<file path="config.mk">
export PLATFORM = sky130hd
export DESIGN_NAME = tmr_varpwm_top
export DESIGN_NICKNAME = d
export VERILOG_FILES = /design/src/rtl/tmr_varpwm_pkg.sv /design/src/rtl/tmr_step_mux.sv /design/src/rtl/tmr_count_core.sv /design/src/rtl/tmr_pwm_unit.sv /design/src/rtl/tmr_varpwm_top.sv
export SDC_FILE = /design/constraint.sdc
export NUM_CORES = 1
export LEC_CHECK = 0
export BUFFER_PORTS_ARGS = -buffer_cell sky130_fd_sc_hd__buf_2
export CAP_MARGIN = 20
export CORE_ASPECT_RATIO = 2
export CORE_MARGIN = 2
export CORE_UTILIZATION = 55
export CTS_CLUSTER_DIAMETER = 150
export DETAILED_ROUTE_END_ITERATION = 16
export MAX_ROUTING_LAYER = met4
export PLACE_DENSITY = 0.75
export SYNTH_ARGS = -nofsm -noshare
export SYNTH_HDL_FRONTEND = slang
export SYNTH_SLANG_ARGS = --single-unit
</file>
<file path="constraint.sdc">
create_clock -name clk -period 6 [get_ports clk]
set_input_delay 0.6 -clock clk [delete_from_list [all_inputs] [get_ports clk]]
set_output_delay 0.6 -clock clk [all_outputs]
set_load 0.05 [all_outputs]
</file>
<file path="src/rtl/tmr_varpwm_pkg.sv">
package tmr_varpwm_pkg;
  typedef enum logic [1:0] {
    TM_SPLIT   = 2'd0,
    TM_TMR_PWM = 2'd1,
    TM_WIDE    = 2'd2,
    TM_VARPWM  = 2'd3
  } tmr_mode_e;
endpackage

</file>
<file path="src/rtl/tmr_step_mux.sv">
module tmr_step_mux
  import tmr_varpwm_pkg::*;
(
  input  tmr_mode_e mode_q,
  input  logic      fine_sel_i,
  input  logic      cyc_tick_i,
  input  logic      half_tick_i,
  output logic      step_o
);
  logic wide_mode;
  // Only the joined modes may run at the half-cycle rate.
  assign wide_mode = (mode_q == TM_WIDE) || (mode_q == TM_VARPWM);
  assign step_o    = (wide_mode && fine_sel_i) ? half_tick_i : cyc_tick_i;
endmodule

</file>
<file path="src/rtl/tmr_count_core.sv">
module tmr_count_core
  import tmr_varpwm_pkg::*;
#(
  parameter int BYTE_W   = 8,
  parameter int WSEL_W   = 3,
  parameter int MIN_BITS = 9
) (
  input  logic                  clk,
  input  logic                  rst_n,
  input  tmr_mode_e             mode_q,
  input  logic                  restart,
  input  logic                  step,
  input  logic [BYTE_W-1:0]     per_lo,
  input  logic [BYTE_W-1:0]     per_hi,
  input  logic [WSEL_W-1:0]     wsel,
  input  logic [2*BYTE_W-1:0]   duty_sh,
  output logic [2*BYTE_W-1:0]   cnt,
  output logic                  lo_evt,
  output logic                  hi_evt
);
  localparam int FULL_W = 2 * BYTE_W;

  logic [FULL_W-1:0] cnt_nxt;
  logic [FULL_W:0]   span;
  logic [FULL_W-1:0] top_mask;
  logic [BYTE_W-1:0] lo_b, hi_b;

  assign lo_b = cnt[BYTE_W-1:0];
  assign hi_b = cnt[FULL_W-1:BYTE_W];

  // Terminal count of the variable-width period: 2^N - 1.
  assign span     = (FULL_W+1)'(1) << (MIN_BITS + int'(wsel));
  assign top_mask = span[FULL_W-1:0] - FULL_W'(1);

  always_comb begin
    cnt_nxt = cnt;
    lo_evt  = 1'b0;
    hi_evt  = 1'b0;
    if (restart) begin
      cnt_nxt = '0;
    end else if (step) begin
      unique case (mode_q)
        TM_SPLIT: begin
          if (lo_b == per_lo) begin
            cnt_nxt[BYTE_W-1:0] = '0;
            lo_evt = 1'b1;
          end else begin
            cnt_nxt[BYTE_W-1:0] = lo_b + BYTE_W'(1);
          end
          if (hi_b == per_hi) begin
            cnt_nxt[FULL_W-1:BYTE_W] = '0;
            hi_evt = 1'b1;
          end else begin
            cnt_nxt[FULL_W-1:BYTE_W] = hi_b + BYTE_W'(1);
          end
        end
        TM_TMR_PWM: begin
          if (lo_b == per_lo) begin
            cnt_nxt[BYTE_W-1:0] = '0;
            lo_evt = 1'b1;
          end else begin
            cnt_nxt[BYTE_W-1:0] = lo_b + BYTE_W'(1);
          end
          cnt_nxt[FULL_W-1:BYTE_W] = hi_b + BYTE_W'(1);
          hi_evt = (hi_b == {BYTE_W{1'b1}});
        end
        TM_WIDE: begin
          if (cnt == {per_hi, per_lo}) begin
            cnt_nxt = '0;
            hi_evt  = 1'b1;
          end else begin
            cnt_nxt = cnt + FULL_W'(1);
          end
        end
        TM_VARPWM: begin
          lo_evt = (cnt == duty_sh);
          // >= keeps the count bounded after the width is narrowed.
          if (cnt >= top_mask) begin
            cnt_nxt = '0;
            hi_evt  = 1'b1;
          end else begin
            cnt_nxt = cnt + FULL_W'(1);
          end
        end
        default: cnt_nxt = cnt;
      endcase
    end
  end

  always_ff @(posedge clk) begin
    if (!rst_n) cnt <= '0;
    else        cnt <= cnt_nxt;
  end

  a_r12_restart_zero: assert property (@(posedge clk) disable iff (!rst_n)
    restart |=> (cnt == '0));

  a_r9_hold_without_step: assert property (@(posedge clk) disable iff (!rst_n)
    (!step && !restart) |=> $stable(cnt));

  a_r2_lo_returns: assert property (@(posedge clk) disable iff (!rst_n)
    (!restart && step && (mode_q != TM_WIDE) && (mode_q != TM_VARPWM) && (lo_b == per_lo))
      |=> (cnt[BYTE_W-1:0] == '0));

  a_r6_wrap_to_zero: assert property (@(posedge clk) disable iff (!rst_n)
    (!restart && step && (mode_q == TM_VARPWM) && (cnt >= top_mask)) |=> (cnt == '0));
endmodule

</file>
<file path="src/rtl/tmr_pwm_unit.sv">
module tmr_pwm_unit
  import tmr_varpwm_pkg::*;
#(
  parameter int BYTE_W = 8
) (
  input  logic                clk,
  input  logic                rst_n,
  input  tmr_mode_e           mode_q,
  input  tmr_mode_e           mode_new,
  input  logic                restart,
  input  logic                wrap,
  input  logic [BYTE_W-1:0]   per_lo,
  input  logic [BYTE_W-1:0]   per_hi,
  input  logic [2*BYTE_W-1:0] cnt,
  output logic [2*BYTE_W-1:0] duty_sh,
  output logic                pwm
);
  localparam int FULL_W = 2 * BYTE_W;

  logic [FULL_W-1:0] load_val;
  tmr_mode_e         load_mode;

  assign load_mode = restart ? mode_new : mode_q;

  always_comb begin
    unique case (load_mode)
      TM_TMR_PWM: load_val = {{BYTE_W{1'b0}}, per_hi};
      TM_VARPWM:  load_val = {per_hi, per_lo};
      default:    load_val = '0;
    endcase
  end

  always_ff @(posedge clk) begin
    if (!rst_n)                duty_sh <= '0;
    else if (restart || wrap)  duty_sh <= load_val;
  end

  always_comb begin
    unique case (mode_q)
      TM_TMR_PWM: pwm = (cnt[FULL_W-1:BYTE_W] < duty_sh[BYTE_W-1:0]);
      TM_VARPWM:  pwm = (cnt < duty_sh);
      default:    pwm = 1'b0;
    endcase
  end

  a_r8_duty_held_mid_period: assert property (@(posedge clk) disable iff (!rst_n)
    (!restart && !wrap) |=> $stable(duty_sh));

  a_r7_zero_duty_low: assert property (@(posedge clk) disable iff (!rst_n)
    ((mode_q == TM_VARPWM) && (duty_sh == '0)) |-> !pwm);

  a_r7_idle_modes_low: assert property (@(posedge clk) disable iff (!rst_n)
    ((mode_q == TM_SPLIT) || (mode_q == TM_WIDE)) |-> !pwm);
endmodule

</file>
<file path="src/rtl/tmr_varpwm_top.sv">
module tmr_varpwm_top
  import tmr_varpwm_pkg::*;
#(
  parameter int BYTE_W   = 8,
  parameter int WSEL_W   = 3,
  parameter int MIN_BITS = 9
) (
  input  logic              clk,
  input  logic              rst_n,
  input  logic [1:0]        mode_i,
  input  logic              fine_sel_i,
  input  logic              cyc_tick_i,
  input  logic              half_tick_i,
  input  logic [BYTE_W-1:0] per_lo_i,
  input  logic [BYTE_W-1:0] per_hi_i,
  input  logic [WSEL_W-1:0] wsel_i,
  input  logic              clr_lo_i,
  input  logic              clr_hi_i,
  output logic              pwm_o,
  output logic              lo_flag_o,
  output logic              hi_flag_o
);
  localparam int FULL_W = 2 * BYTE_W;

  tmr_mode_e         mode_q, mode_new;
  logic              restart, step, lo_evt, hi_evt, wrap;
  logic [FULL_W-1:0] cnt, duty_sh;

  assign mode_new = tmr_mode_e'(mode_i);
  assign restart  = (mode_new != mode_q);
  // Duty reload points: modulator period start.
  assign wrap     = hi_evt && ((mode_q == TM_TMR_PWM) || (mode_q == TM_VARPWM));

  always_ff @(posedge clk) begin
    if (!rst_n) mode_q <= TM_SPLIT;
    else        mode_q <= mode_new;
  end

  tmr_step_mux u_step (
    .mode_q      (mode_q),
    .fine_sel_i  (fine_sel_i),
    .cyc_tick_i  (cyc_tick_i),
    .half_tick_i (half_tick_i),
    .step_o      (step)
  );

  tmr_count_core #(
    .BYTE_W   (BYTE_W),
    .WSEL_W   (WSEL_W),
    .MIN_BITS (MIN_BITS)
  ) u_core (
    .clk     (clk),
    .rst_n   (rst_n),
    .mode_q  (mode_q),
    .restart (restart),
    .step    (step),
    .per_lo  (per_lo_i),
    .per_hi  (per_hi_i),
    .wsel    (wsel_i),
    .duty_sh (duty_sh),
    .cnt     (cnt),
    .lo_evt  (lo_evt),
    .hi_evt  (hi_evt)
  );

  tmr_pwm_unit #(
    .BYTE_W (BYTE_W)
  ) u_pwm (
    .clk      (clk),
    .rst_n    (rst_n),
    .mode_q   (mode_q),
    .mode_new (mode_new),
    .restart  (restart),
    .wrap     (wrap),
    .per_lo   (per_lo_i),
    .per_hi   (per_hi_i),
    .cnt      (cnt),
    .duty_sh  (duty_sh),
    .pwm      (pwm_o)
  );

  // Sticky flags: the set event outranks a clear in the same cycle.
  always_ff @(posedge clk) begin
    if (!rst_n) begin
      lo_flag_o <= 1'b0;
      hi_flag_o <= 1'b0;
    end else begin
      if (lo_evt)        lo_flag_o <= 1'b1;
      else if (clr_lo_i) lo_flag_o <= 1'b0;
      if (hi_evt)        hi_flag_o <= 1'b1;
      else if (clr_hi_i) hi_flag_o <= 1'b0;
    end
  end

  a_r11_lo_set: assert property (@(posedge clk) disable iff (!rst_n)
    lo_evt |=> lo_flag_o);

  a_r11_hi_set: assert property (@(posedge clk) disable iff (!rst_n)
    hi_evt |=> hi_flag_o);

  a_r11_lo_sticky: assert property (@(posedge clk) disable iff (!rst_n)
    (lo_flag_o && !clr_lo_i) |=> lo_flag_o);

  a_r11_hi_sticky: assert property (@(posedge clk) disable iff (!rst_n)
    (hi_flag_o && !clr_hi_i) |=> hi_flag_o);

  a_r12_flags_kept_on_switch: assert property (@(posedge clk) disable iff (!rst_n)
    (restart && hi_flag_o && !clr_hi_i) |=> hi_flag_o);
endmodule

</file>
======== Word-level counts from Yosys, hierarchy flattened ========
Cells that the tools add are included.
word-level totals
  input port bits ......................... 28
  bits in registers ....................... 36
  logic and storage cells ................. 59
cells by class
  multiplexer cells ....................... 23
  reductions and logical operators ........ 10
  equal/unequal tests ..................... 11
  bitwise gates (word level) .............. 1
  add/subtract/negate cells ............... 5
  shift operators ......................... 1
  magnitude comparators ................... 3
operators with widths
  kind                     number
  $pmux W16 S4             1
  $eq A16 B16 Y1           2
  $mux W16                 2
  $pmux W16 S2             1
  $shl A1 B32 Y16 const A  1
  $add A16 B1 Y16 const B  1
  $add A8 B1 Y8 const B    2
  $eq A8 B8 Y1             2
  $ge A16 B16 Y1           1
  $lt A16 B16 Y1           1
  $mux W8                  2
  $sub A16 B1 Y16 const B  1
  $mux W1                  13
  $eq A8 B8 Y1 const B     1
  $lt A8 B8 Y1             1
  $eq A2 B2 Y1 const B     3
  $add A4 B3 Y5 const A    1
  $eq A2 B1 Y1 const B     2
  $pmux W1 S2              2
  $pmux W1 S4              1
  $reduce_bool A2 Y1       2
  $reduce_or A2 Y1         2
  $logic_or A1 B1 Y1       3
  $logic_and A1 B1 Y1      2
  4 further kinds          4

======== Logic depth before layout (Yosys ltp) ========
  word-level depth ........................ 10
  gate-level depth with buffers ........... 18
  depth with buffers taken out ............ 16

======== By module ========
Synthesis repeated with hierarchy kept, for this count alone.
second synthesis, totals
  cells, all modules ...................... 441
  area, all modules ....................... 3569.7 µm²
by module, submodules not included
  module          instances  area each (µm²)  cells an instance
  tmr_count_core  1          2219.6           284
  tmr_pwm_unit    1          1168.6           141
  tmr_varpwm_top  1          162.7            14
  tmr_step_mux    1          18.8             2

======== Worst setup path before layout ========
Ideal clock, no wire load.
  path kind ............................... in2reg
  from .................................... input port wsel_i[1]
  to ...................................... register u_pwm.duty_sh[0]
  required time ........................... 5.875 ns
  arrival ................................. 3.571 ns
  setup time .............................. 0.125 ns
  path slack .............................. 2.303 ns
  cell stages on the path ................. 16
  cells stage by stage .................... buf_2 and2_1 ha_1 buf_2 a31oi_1 nor4_1 o21bai_1 a221oi_1 ha_1 a21oi_1 o21ai_0 a221oi_1 nand3_1 a311o_1 nand2_1 o22ai_1
between the ends
  cells in the longest elaborated chain, start to end .. 10
ends and longest elaborated chain
  item                  RTL line              RTL
  from (decl)           tmr_varpwm_top.sv:16  input logic [WSEL_W-1:0] wsel_i,
  $add A4 B3 Y5         tmr_count_core.sv:32  assign span = (FULL_W+1)'(1) << (MIN_BITS + int'(wsel));
  $shl A1 B32 Y16       tmr_count_core.sv:32
  $sub A16 B1 Y16       tmr_count_core.sv:33  assign top_mask = span[FULL_W-1:0] - FULL_W'(1);
  $ge A16 B16 Y1        tmr_count_core.sv:78  if (cnt >= top_mask) begin
  $mux W1               tmr_count_core.sv:78
  $pmux W1 S4           tmr_count_core.sv:42  unique case (mode_q)
  $mux W1               tmr_count_core.sv:41  end else if (step) begin
  $mux W1               tmr_count_core.sv:39  if (restart) begin
  $logic_and A1 B1 Y1   tmr_varpwm_top.sv:32  assign wrap = hi_evt && ((mode_q == TM_TMR_PWM) || (mode_q == TM_VARPWM));
  $logic_or A1 B1 Y1    tmr_pwm_unit.sv:35    else if (restart || wrap) duty_sh <= load_val;
  to (signal assigned)  tmr_pwm_unit.sv:35
  to (decl)             tmr_pwm_unit.sv:15    output logic [2*BYTE_W-1:0] duty_sh,
No other way between the ends.
A chain may end at the register's enable or synchronous reset.

======== Final worst setup path ========
  from .................................... input port wsel_i[0]
  to ...................................... register u_pwm.duty_sh[8]
The elaborated chain is that of the path after synthesis.

==> results_tabular.tex <==
\begin{tabular}{lr}
\hline
Metric & Value \\
\hline
\multicolumn{2}{l}{\textbf{Clocking}} \\
Clock sink count & 36 \\
Number of gates resized after CTS & 0 \\
Clock latency reported for the late side of the worst-skew pair & 0.28 ns \\
Maximum level of the CTS H-tree & 2 \\
Num CTS Buffers & 5 \\
Clock root buffer & clkbuf\_16 \\
Hold\_buf cts & 0 \\
Clock tree buffer depth & 2 \\
CTS clk-pin slew, worst paths & 0.06 ns \\
TritonCTS clock tree & done \\
Post-CTS Setup Bufs & 0 \\
\multicolumn{2}{l}{\textbf{Logic synthesis}} \\
Most instantiated flip-flop cell in the synthesis netlist & dfxtp\_1 \\
Yosys warning total & 0 \\
Number of distinct library cells after synthesis & 61 \\
Post-synthesis cell type with the largest combined area & dfxtp\_1 \\
EDFF count, synth & 0 \\
Top-area cell type share of the netlist area & 21.8\% \\
Cell count after synthesis & 431 \\
Synth Area per Inst & 7.66 um2 \\
Syn Nets & 499 \\
Async set or reset register ratio after synthesis & 0\% \\
Top cells by area in the synthesized netlist & dfxtp\_1 (22\%), ha\_1 (15\%), xnor2\_1 (5.8\%), nand2\_1 (4.9\%), nand3\_1 (3.9\%) \\
Cell Area, Synth & 3300 um2 \\
Synthesis-stage register bit count & 36 \\
Seq/Total Area, Yosys & 21.8\% \\
\multicolumn{2}{l}{\textbf{Power and ir drop}} \\
Clock power share & 40.9\% \\
Logic gate share of total power & 19.4\% \\
Worst IR Drop VDD & 0.000139 V \\
Power spent charging and discharging nets & 0.190 mW \\
Total power & 0.639 mW \\
Share of power burned in registers & 39.7\% \\
Fraction of power spent switching nets & 29.7\% \\
Internal Dissipation & 0.449 mW \\
Cell area power density & 179 nW/um2 \\
Lkg Pwr & 1.41 nW \\
\multicolumn{2}{l}{\textbf{STA}} \\
Transition at the pin with the smallest max-transition slack & 0.711 ns \\
Time the final worst path needs with I/O delays and setup & 4.07 ns \\
Final hold violations & 0 \\
Finish-stage setup viols & 0 \\
Headroom to the max-slew limit & 52.6\% \\
Peak Freq & 246 MHz \\
Fin. max-slew vios & 0 \\
Clock tree skew after final layout & 0.0102 ns \\
RSZ-0062 raised after global routing & false \\
Setup tns final & 0 ns \\
Period utilization & 67.8\% \\
\multicolumn{2}{l}{\textbf{Setup path}} \\
Length in cells of the worst reg-to-reg path & 8 \\
Crit start category & input pin \\
Crit path max-delay cell type & a211o\_1 \\
Type of destination of the critical path & flop \\
Path type of the worst setup path & in -> reg \\
Arrival time reported for the critical path endpoint & 4.21 ns \\
Startpoint of the worst register-to-register path & u\_core.cnt[11]\$\_SDFFE\_PP0P\_ \\
Critical path data required time & 6.15 ns \\
Setup slack on the worst flop-to-flop path & 3.12 ns \\
Critical path capture point & u\_pwm.duty\_sh[8]\$\_SDFFE\_PN0P\_ \\
Worst path max stage delay & 0.58 ns \\
Cell-by-cell trace of the critical path & buf\_2, and2\_1, ha\_1, a31oi\_1, nor2\_1, o21bai\_1, a221oi\_1, ha\_1, a21oi\_1, o21ai\_0, a221oi\_1, nand3\_1, a211o\_1, nand3\_1, o21ai\_1 \\
Highest net fanout along the worst path & 24 \\
Capturing point of the worst reg2reg path & u\_pwm.duty\_sh[8]\$\_SDFFE\_PN0P\_ \\
Critical path startpoint & wsel\_i[0] \\
\multicolumn{2}{l}{\textbf{Flow run}} \\
Maxcap violations & 0 \\
\multicolumn{2}{l}{\textbf{Route}} \\
WL final & 8670 um \\
Number of nets with antenna violations after routing & 0 \\
Vias & 3234 \\
First-pass DRT Iterations & 5 \\
Via/cell ratio & 6.35 \\
Avg WL per Cell & 17.0 um \\
DR DRC count & 0 \\
Iteration-0 DRC Markers & 254 \\
\multicolumn{2}{l}{\textbf{Global routing}} \\
Maximum number of pins on one net before global-route repair & 25 \\
Vias in the first global route & 2872 \\
Global-route wire length before repair & 13900 um \\
Final global-route overflow total & 0 \\
Aggregate global-route resource usage & 27.5\% \\
Antenna violations before repair & 0 \\
\multicolumn{2}{l}{\textbf{Die}} \\
Chip Width & 58.8 um \\
Overall die area & 6680 um2 \\
Core region area & 5910 um2 \\
Num ports & 31 \\
Effective utilization at floorplan & 55.9\% \\
Number of placement rows & 40 \\
Die span in y & 114 um \\
\multicolumn{2}{l}{\textbf{Finish}} \\
Layout cells sized above 1 & 11.2\% \\
Number of inserted filler cells in the final layout & 551 \\
Most frequent cells in the layout & nand2\_1 (43), ha\_1 (40), dfxtp\_1 (36) \\
Number of antenna cells inserted & 0 \\
Number of nets in the final layout & 513 \\
Area used by multi-input combinational logic & 2360 um2 \\
Most common cell after layout, fill and taps aside & nand2\_1 \\
Register area & 721 um2 \\
Post-synthesis to final-layout area growth & 8.00\% \\
\multicolumn{2}{l}{\textbf{Worst hold path}} \\
Kind of path behind the tightest hold check & reg -> reg \\
\multicolumn{2}{l}{\textbf{Placed design}} \\
Final HPWL from detailed placement & 6530 um \\
Last weighted congestion value of the routability-driven placer & 0.912 \\
Count of input and output buffers & 30 \\
\multicolumn{2}{l}{\textbf{Status}} \\
Result of the run & finished, final reports clean \\
\hline
\end{tabular}
## registers in the layout, indices dropped and copies added, names as in the netlist
signal	count
lo_flag_o	1
u_core.cnt	16
mode_q	2
u_pwm.duty_sh	16
hi_flag_o	1
## routing by layer
layer	up-vias	wire, um	track usage (%)	share of wire, %
met1	1483	3790	36.2	44
met4	0	205	11.8	2.4
met5	-	0	-	0
li1	1596	-	-	-
met3	14	583	4.08	6.7
met2	141	4100	41.4	47
## synthesized netlist by cell type (all sizes together), types with 4 or more instances
library cell	n
a211oi	5
a21o	6
a21oi	23
a221oi	5
a31oi	6
and2	5
and3	8
buf	20
clkbuf	4
dfxtp	36
ha	40
inv	26
mux2i	9
nand2	43
nand3	26
nand4	11
nor2	31
nor3	12
nor3b	5
o21a	5
o21ai	29
o22ai	10
o31ai	4
xnor2	22
## through the flow
stage          worst slack, ns  hold slack, ns  std cells  utilization (%)  instance area (um2)
2_1_floorplan             2.30           0.428        431                -                 3300
3_3_place_gp              1.84           0.440        501             57.9                 3420
3_5_place_dp              1.67           0.449        501             57.9                 3420
4_1_cts                   1.96           0.459        509             60.4                 3570
5_1_grt                   1.54           0.469        509             60.4                 3570
6_report                  1.93           0.457        509             60.4                 3570
## worst min path at each step
stage / startpoint / end / slack (ns) / cells past startpoint
CTS: u_pwm.duty_sh[15]$_SDFFE_PN0P_ / u_pwm.duty_sh[15]$_SDFFE_PN0P_ / 0.46 / 2
floorplan: u_pwm.duty_sh[10]$_SDFFE_PN0P_ / u_pwm.duty_sh[10]$_SDFFE_PN0P_ / 0.43 / 2
finish: u_pwm.duty_sh[11]$_SDFFE_PN0P_ / u_pwm.duty_sh[11]$_SDFFE_PN0P_ / 0.46 / 2
global placement: u_pwm.duty_sh[9]$_SDFFE_PN0P_ / u_pwm.duty_sh[9]$_SDFFE_PN0P_ / 0.44 / 2
global route: u_pwm.duty_sh[15]$_SDFFE_PN0P_ / u_pwm.duty_sh[15]$_SDFFE_PN0P_ / 0.47 / 2
detailed placement: u_pwm.duty_sh[9]$_SDFFE_PN0P_ / u_pwm.duty_sh[9]$_SDFFE_PN0P_ / 0.45 / 2
## worst max-delay path, delay by kind of cell
kind	cells	cell delay [ns]
AOI/OAI and AO/OA	8	1.77
and+or+nand+nor	4	0.95
adders and majority gates	2	0.72
buffers and inverters	1	0.19
## cell families (layout without fill, tap and decap cells)
logic type      after synthesis  in the layout  share of synthesized area [%]
flops                        36             36                           21.8
fa+ha+maj                    40             40                           15.2
xor+xnor                     25             25                           6.63
compound gates              115            115                           23.3
buf+inv                      50             65                           6.63
mux                          10             10                           3.07
simple gates                155            155                           23.3
## power groups by stage
stage / combinational, mW / sequential, mW / clock [mW]
2_1_floorplan: 0.0936 / 0.254 / 0
3_3_place_gp: 0.121 / 0.259 / 0
3_5_place_dp: 0.122 / 0.259 / 0
4_1_cts: 0.123 / 0.253 / 0.264
5_1_grt: 0.137 / 0.255 / 0.275
6_report: 0.124 / 0.254 / 0.262
## final cells by class
class                   instances  area share (%)
repair buffers                 31            4.42
flip-flops and latches         36            20.2
clock inverters                 3           0.667
inverters                      26            2.74
well taps                      63            2.21
clock buffers                   5            3.51
multi-input cells             345            66.2
Power figures use the tool's default switching activity.
